### config.mk
export PLATFORM = sky130hd
export DESIGN_NAME = alu8_status
export DESIGN_NICKNAME = d
export VERILOG_FILES = /design/src/rtl/alu8_pkg.sv /design/src/rtl/alu8_arith.sv /design/src/rtl/alu8_bitops.sv /design/src/rtl/alu8_flagops.sv /design/src/rtl/alu8_status_reg.sv /design/src/rtl/alu8_status.sv
export SDC_FILE = /design/constraint.sdc
export NUM_CORES = 1
export LEC_CHECK = 0
export BUFFER_PORTS_ARGS = -buffer_cell sky130_fd_sc_hd__buf_2
export CORE_UTILIZATION = 50
export CTS_CLUSTER_DIAMETER = 60
export DETAILED_ROUTE_END_ITERATION = 8
export GPL_TIMING_DRIVEN = 1
export PLACE_DENSITY_LB_ADDON = 0.25
export SYNTH_ARGS = -nofsm -noshare
export SYNTH_HDL_FRONTEND = slang
export SYNTH_HIERARCHICAL = 1
export SYNTH_SLANG_ARGS = --single-unit
### constraint.sdc
create_clock -name clk -period 3.55 [get_ports clk]
set_input_delay 0.5325 -clock clk [delete_from_list [all_inputs] [get_ports clk]]
set_output_delay 0.5325 -clock clk [all_outputs]
set_load 0.02 [all_outputs]
### src/rtl/alu8_pkg.sv
package alu8_pkg;
  localparam int DW = 8;
  localparam int FC = 0;
  localparam int FZ = 1;
  localparam int FI = 2;
  localparam int FD = 3;
  localparam int FB = 4;
  localparam int FU = 5;
  localparam int FV = 6;
  localparam int FN = 7;
  localparam logic [DW-1:0] FLAG_OP_MASK = 8'h4D;

  typedef enum logic [4:0] {
    OP_ADC = 5'd0, OP_SBC = 5'd1, OP_CMP = 5'd2, OP_AND = 5'd3,
    OP_ORA = 5'd4, OP_EOR = 5'd5, OP_BIT = 5'd6, OP_ASL = 5'd7,
    OP_LSR = 5'd8, OP_ROL = 5'd9, OP_ROR = 5'd10, OP_INC = 5'd11,
    OP_DEC = 5'd12, OP_PASS = 5'd13, OP_FSET = 5'd14, OP_FCLR = 5'd15,
    OP_RSTR = 5'd16
  } alu_op_e;

  typedef enum logic [1:0] {CL_ARITH, CL_BITS, CL_FLAG, CL_NONE} op_class_e;

  function automatic op_class_e op_class(input logic [4:0] op);
    if (op <= 5'd2) return CL_ARITH;
    else if (op <= 5'd13) return CL_BITS;
    else if (op <= 5'd16) return CL_FLAG;
    else return CL_NONE;
  endfunction

  // returns {carry, overflow, result}
  function automatic logic [DW+1:0] add8(input logic [DW-1:0] a, m, input logic cin);
    logic [DW:0] s;
    s = {1'b0, a} + {1'b0, m} + {{DW{1'b0}}, cin};
    return {s[DW], ~(a[DW-1] ^ m[DW-1]) & (a[DW-1] ^ s[DW-1]), s[DW-1:0]};
  endfunction

  // carry is inverted borrow
  function automatic logic [DW+1:0] sub8(input logic [DW-1:0] a, m, input logic cin);
    logic [DW:0] d;
    d = {1'b0, a} - {1'b0, m} - {{DW{1'b0}}, ~cin};
    return {~d[DW], (a[DW-1] ^ m[DW-1]) & (a[DW-1] ^ d[DW-1]), d[DW-1:0]};
  endfunction

  function automatic logic [DW-1:0] set_zn(input logic [DW-1:0] st, input logic [DW-1:0] r);
    logic [DW-1:0] o;
    o = st;
    o[FZ] = (r == '0);
    o[FN] = r[DW-1];
    return o;
  endfunction
endpackage

### src/rtl/alu8_arith.sv
module alu8_arith
  import alu8_pkg::*;
(
  input  logic [4:0]    op,
  input  logic [DW-1:0] a,
  input  logic [DW-1:0] m,
  input  logic [DW-1:0] st_in,
  output logic [DW-1:0] res,
  output logic [DW-1:0] st_out
);
  logic [DW+1:0] sum_w, dif_w, cmp_w;

  assign sum_w = add8(a, m, st_in[FC]);
  assign dif_w = sub8(a, m, st_in[FC]);
  assign cmp_w = sub8(a, m, 1'b1);

  always_comb begin
    res    = a;
    st_out = st_in;
    case (op)
      OP_ADC: begin
        res = sum_w[DW-1:0];
        st_out = set_zn(st_in, res);
        st_out[FC] = sum_w[DW+1];
        st_out[FV] = sum_w[DW];
      end
      OP_SBC: begin
        res = dif_w[DW-1:0];
        st_out = set_zn(st_in, res);
        st_out[FC] = dif_w[DW+1];
        st_out[FV] = dif_w[DW];
      end
      OP_CMP: begin
        st_out = set_zn(st_in, cmp_w[DW-1:0]);
        st_out[FC] = cmp_w[DW+1];
      end
      default: ;
    endcase
  end
endmodule

### src/rtl/alu8_bitops.sv
module alu8_bitops
  import alu8_pkg::*;
(
  input  logic [4:0]    op,
  input  logic [DW-1:0] a,
  input  logic [DW-1:0] m,
  input  logic [DW-1:0] st_in,
  output logic [DW-1:0] res,
  output logic [DW-1:0] st_out
);
  logic shift_left, shift_right, rot_in;

  assign shift_left  = (op == OP_ASL) || (op == OP_ROL);
  assign shift_right = (op == OP_LSR) || (op == OP_ROR);
  assign rot_in      = ((op == OP_ROL) || (op == OP_ROR)) ? st_in[FC] : 1'b0;

  always_comb begin
    res = a;
    case (op)
      OP_AND:  res = a & m;
      OP_ORA:  res = a | m;
      OP_EOR:  res = a ^ m;
      OP_INC:  res = a + 8'd1;
      OP_DEC:  res = a - 8'd1;
      OP_PASS: res = m;
      OP_ASL, OP_ROL: res = {a[DW-2:0], rot_in};
      OP_LSR, OP_ROR: res = {rot_in, a[DW-1:1]};
      default: res = a;
    endcase

    if (op == OP_BIT) begin
      st_out = st_in;
      st_out[FZ] = ((a & m) == '0);
      st_out[FN] = m[DW-1];
      st_out[FV] = m[DW-2];
    end else begin
      st_out = set_zn(st_in, res);
      if (shift_left)  st_out[FC] = a[DW-1];
      if (shift_right) st_out[FC] = a[0];
    end
  end
endmodule

### src/rtl/alu8_flagops.sv
module alu8_flagops
  import alu8_pkg::*;
(
  input  logic [4:0]    op,
  input  logic [DW-1:0] m,
  input  logic [DW-1:0] st_in,
  output logic [DW-1:0] st_out
);
  logic [DW-1:0] sel_bits;
  assign sel_bits = m & FLAG_OP_MASK;

  always_comb begin
    case (op)
      OP_FSET: st_out = st_in | sel_bits;
      OP_FCLR: st_out = st_in & ~sel_bits;
      OP_RSTR: st_out = (m | 8'h30) - 8'h10;
      default: st_out = st_in;
    endcase
  end
endmodule

### src/rtl/alu8_status_reg.sv
module alu8_status_reg
  import alu8_pkg::*;
#(
  parameter logic [DW-1:0] INIT = 8'h24
) (
  input  logic          clk,
  input  logic          rst_n,
  input  logic          we,
  input  logic [DW-1:0] d,
  output logic [DW-1:0] q
);
  always_ff @(posedge clk or negedge rst_n) begin
    if (!rst_n)  q <= INIT;
    else if (we) q <= d;
  end
endmodule

### src/rtl/alu8_status.sv
module alu8_status
  import alu8_pkg::*;
#(
  parameter logic [7:0] STATUS_INIT = 8'h24
) (
  input  logic       clk,
  input  logic       rst_n,
  input  logic [4:0] op_sel,
  input  logic [7:0] reg_opnd,
  input  logic [7:0] mem_opnd,
  input  logic       flag_we,
  output logic [7:0] res_out,
  output logic [7:0] status_nxt,
  output logic [7:0] status_q
);
  logic [DW-1:0] ar_res, ar_st, bt_res, bt_st, fl_st;
  op_class_e     cls;

  assign cls = op_class(op_sel);

  alu8_arith u_arith (.op(op_sel), .a(reg_opnd), .m(mem_opnd), .st_in(status_q),
                      .res(ar_res), .st_out(ar_st));
  alu8_bitops u_bits (.op(op_sel), .a(reg_opnd), .m(mem_opnd), .st_in(status_q),
                      .res(bt_res), .st_out(bt_st));
  alu8_flagops u_flag (.op(op_sel), .m(mem_opnd), .st_in(status_q), .st_out(fl_st));

  always_comb begin
    case (cls)
      CL_ARITH: begin res_out = ar_res;   status_nxt = ar_st;    end
      CL_BITS:  begin res_out = bt_res;   status_nxt = bt_st;    end
      CL_FLAG:  begin res_out = reg_opnd; status_nxt = fl_st;    end
      default:  begin res_out = reg_opnd; status_nxt = status_q; end
    endcase
  end

  alu8_status_reg #(.INIT(STATUS_INIT)) u_psr (
    .clk(clk), .rst_n(rst_n), .we(flag_we), .d(status_nxt), .q(status_q));

  assert_hold_R11: assert property (@(posedge clk) disable iff (!rst_n)
    !flag_we |=> status_q == $past(status_q));
  assert_load_R11: assert property (@(posedge clk) disable iff (!rst_n)
    flag_we |=> status_q == $past(status_nxt));
  assert_incdec_cv_R8: assert property (@(posedge clk) disable iff (!rst_n)
    (op_sel == OP_INC || op_sel == OP_DEC) |->
      (status_nxt[FC] == status_q[FC] && status_nxt[FV] == status_q[FV]));
  assert_bit_copy_R6: assert property (@(posedge clk) disable iff (!rst_n)
    op_sel == OP_BIT |-> (status_nxt[FN] == mem_opnd[7] &&
      status_nxt[FV] == mem_opnd[6] && res_out == reg_opnd));
  assert_cmp_keep_R4: assert property (@(posedge clk) disable iff (!rst_n)
    op_sel == OP_CMP |-> (res_out == reg_opnd && status_nxt[FV] == status_q[FV]));
  assert_restore_bits_R10: assert property (@(posedge clk) disable iff (!rst_n)
    op_sel == OP_RSTR |-> (status_nxt[FU] && !status_nxt[FB]));
endmodule

==> results_dict.tcl <==
set metrics [dict create \
    synth_top_area_share_pct 13.2 \
    cp_max_fo 2 \
    cp.required_ns 3.02 \
    globalplace.congestion 0.980 \
    cts_buffer_depth 2 \
    synth_nets 554 \
    die_area_sq_um 7760 \
    reg2reg_depth 16 \
    h-tree-depth 1 \
    violations "DRC, setup timing" \
    track_usage_pct 33.7 \
    chipHeight_um 88.1 \
    first_pass_iters 9 \
    grt_pass1_wl_mm 20.4 \
    worstMarginPinSlew_ns 0.547 \
    syn_area_sq_um 3700 \
    mostFrequentLayoutCells "buf_4 (118), nand2_1 (50), inv_1 (39)" \
    critPathKind "register to output pin" \
    row_count 31 \
    post-route-period-util_pct 115 \
    hold_viol_final 0 \
    placed_area_sq_um 4700 \
    finalWorstSetupSlack_ns -0.518 \
    synth_top_cell_by_area "ha_1" \
    top_register "u_psr/q" \
    synth_edf_count 0 \
    clock_skew_ns 0.00620 \
    grt_pass1_vias 4194 \
    wire_per_inst_um 18.6 \
    grt_max_degree 36 \
    rsz0062_at_grt "true" \
    max_clock_freq_ghz 0.246 \
    worst_r2r_endpoint "u_psr/q[1]" \
    viasPerCell 6.06 \
    powerDensity_nw_per_um2 259 \
    cp-end-kind "output pin" \
    cts.sinks 8 \
    ant_nets 0 \
    synthToLayoutAreaGrowth_pct 41.7 \
    layout_commonest_cell "buf_4" \
    largest_reg_flops 8 \
    io_pins 48 \
    slew_headroom_pct 63.3 \
    drive_gt1_share_pct 43.2 \
    ys_top_cells_by_area "ha_1 (13%), nand2_1 (5.5%), inv_1 (4.6%)" \
    core-area_sq_um 7210 \
    fill_cells 576 \
    drtIter0Drc 411 \
    drc 2 \
    slew_viol_final 0 \
    drt-total-wl_mm 13.5 \
    dieWidth_um 88.1 \
    port_buffers 47 \
    post-route-min-period_ns 4.07 \
    ys_types 89 \
    async_flop_share_pct 100 \
    vias 4397 \
    p_leak_nw 2.45 \
    status "finished with violations" \
    r2r-start "u_psr/q[0]" \
    cts_tree "yes" \
    cap_violations 0 \
    hold_ws_ns 0.128 \
    yosysWarnings 6 \
    clk_latency_ns 0.24 \
    design_area_sq_um 5250 \
    syn-instance-count 487 \
    hpwl_mm 10.0 \
    ir_worst_vdd_uv 109 \
    r2r_setup_slack_ns 0.08 \
    final-setup-viol-count 7 \
    n_antenna_cell 0 \
    hold_class "input port to asynchronous set/reset pin" \
    cts_made_buffers 3 \
    nNetsFinal 695 \
    synth_ff_type "dfrtp_1" \
    place_ws_ns -0.603 \
    ctsHoldBuffers 0 \
    globalRouteOverflowTotal 0 \
    antenna_found_initial 0 \
    critPathLaunchType "register" \
    cts_root_buf "clkbuf_8" \
    start_util_pct 51.4 \
    yosysSeqAreaShare_pct 5.47 \
    reg_top3 "u_psr/q x8" \
    path_clk_slew_ns 0.05 \
    synth-seq-cells 8 \
    avgSynthCellArea_sq_um 7.61 \
    critical_path_arrival_ns 3.54 \
]
[synth_stat cells, drive strengths merged, types with 4 or more instances]
cell type,instances
nand2,55
inv,45
ha,39
nor2,34
o21ai,33
buf,26
a21oi,16
a22oi,15
xnor2,14
a221oi,13
mux2,12
o211ai,12
xor2,11
nor3,9
nand2b,8
and3,7
mux2i,7
nor2b,7
o21a,7
dfrtp,6
nand3b,6
a32oi,5
clkbuf,5
or2,5
or3,5
a21o,4
fa,4
o221ai,4
or3b,4
or4,4
[how the worst max path moves through the flow]
stage / start / slack [ns] / depth (start not counted) / endpoint
2_1_floorplan: reg_opnd[4] / -0.15 / 12 / status_nxt[6]
3_3_place_gp: reg_opnd[0] / -0.56 / 15 / status_nxt[6]
3_5_place_dp: op_sel[0] / -0.60 / 15 / status_nxt[1]
4_1_cts: mem_opnd[4] / -0.41 / 14 / status_nxt[6]
5_1_grt: op_sel[0] / -0.60 / 16 / status_nxt[1]
6_report: u_psr/q[0] / -0.52 / 15 / status_nxt[1]
[worst max-delay path, stage by stage, from the launching register on]
cell and delay (ns):
dfrtp_2 0.43, fa_2 0.24, inv_2 0.04, fa_2 0.36, or2_4 0.27, buf_6 0.12
a21oi_2 0.10, nor2_1 0.06, xnor2_1 0.22, nand4_1 0.17, or4_1 0.57, o211ai_2 0.10
a21oi_2 0.08, o221ai_2 0.21, o21a_1 0.20, buf_6 0.13
[layout make-up]
cell class	instances	area (sq um)	area share (%)
inverters	45	181	3.45
clock buffers	4	45.0	0.858
multi-input cells	403	3450	65.6
flip-flops and latches	8	204	3.88
repair buffers	167	1250	23.8
well taps	99	124	2.36
[logic make-up (layout without fill, tap and decap cells)]
kind of cell	Yosys count	count (layout)	share of synthesized area [%]
AOI/OAI and AO/OA	146	146	30.2
buffers and inverters	76	216	10.2
and+or+nand+nor	169	169	25.7
adders and majority gates	43	43	15.3
DFF	8	8	5.47
muxes	19	19	6.55
xor gates and xnor gates	26	26	6.55
[layer usage]
metal | track usage [%] | vias up | routed length [um]
met5 | 0 | - | 0
met3 | 1.41 | 36 | 893
met4 | 10.6 | 0 | 361
met2 | 59.5 | 217 | 6520
li1 | - | 2060 | -
met1 | 44.2 | 2084 | 5720
[power by group]
part / switching [mW] / total (mW) / internal, mW
Combinational: 0.547 / 1.07 / 0.527
Sequential: 0.0461 / 0.167 / 0.121
Clock: 0.0398 / 0.118 / 0.0781
[what timing repair did]
action / in CTS / in global routing
setup endpoints to repair: 7 / 12
pin swaps: 43 / 19
resized for setup: 68 / 27
buffers inserted: 15 / 10
[metrics by stage]
| stage | instances | power [mW] | util (%) | setup TNS (ns) |
|---|---|---|---|---|
| after floorplan | 487 | 0.752 | - | -0.297 |
| after global placement | 704 | 1.05 | 65.1 | -2.50 |
| after detailed placement | 704 | 1.07 | 65.1 | -2.98 |
| after CTS | 721 | 1.29 | 70.6 | -1.46 |
| after global routing | 726 | 1.44 | 72.8 | -2.26 |
| final | 726 | 1.36 | 72.8 | -1.59 |
Note: power is estimated with default switching activity, not from simulation.
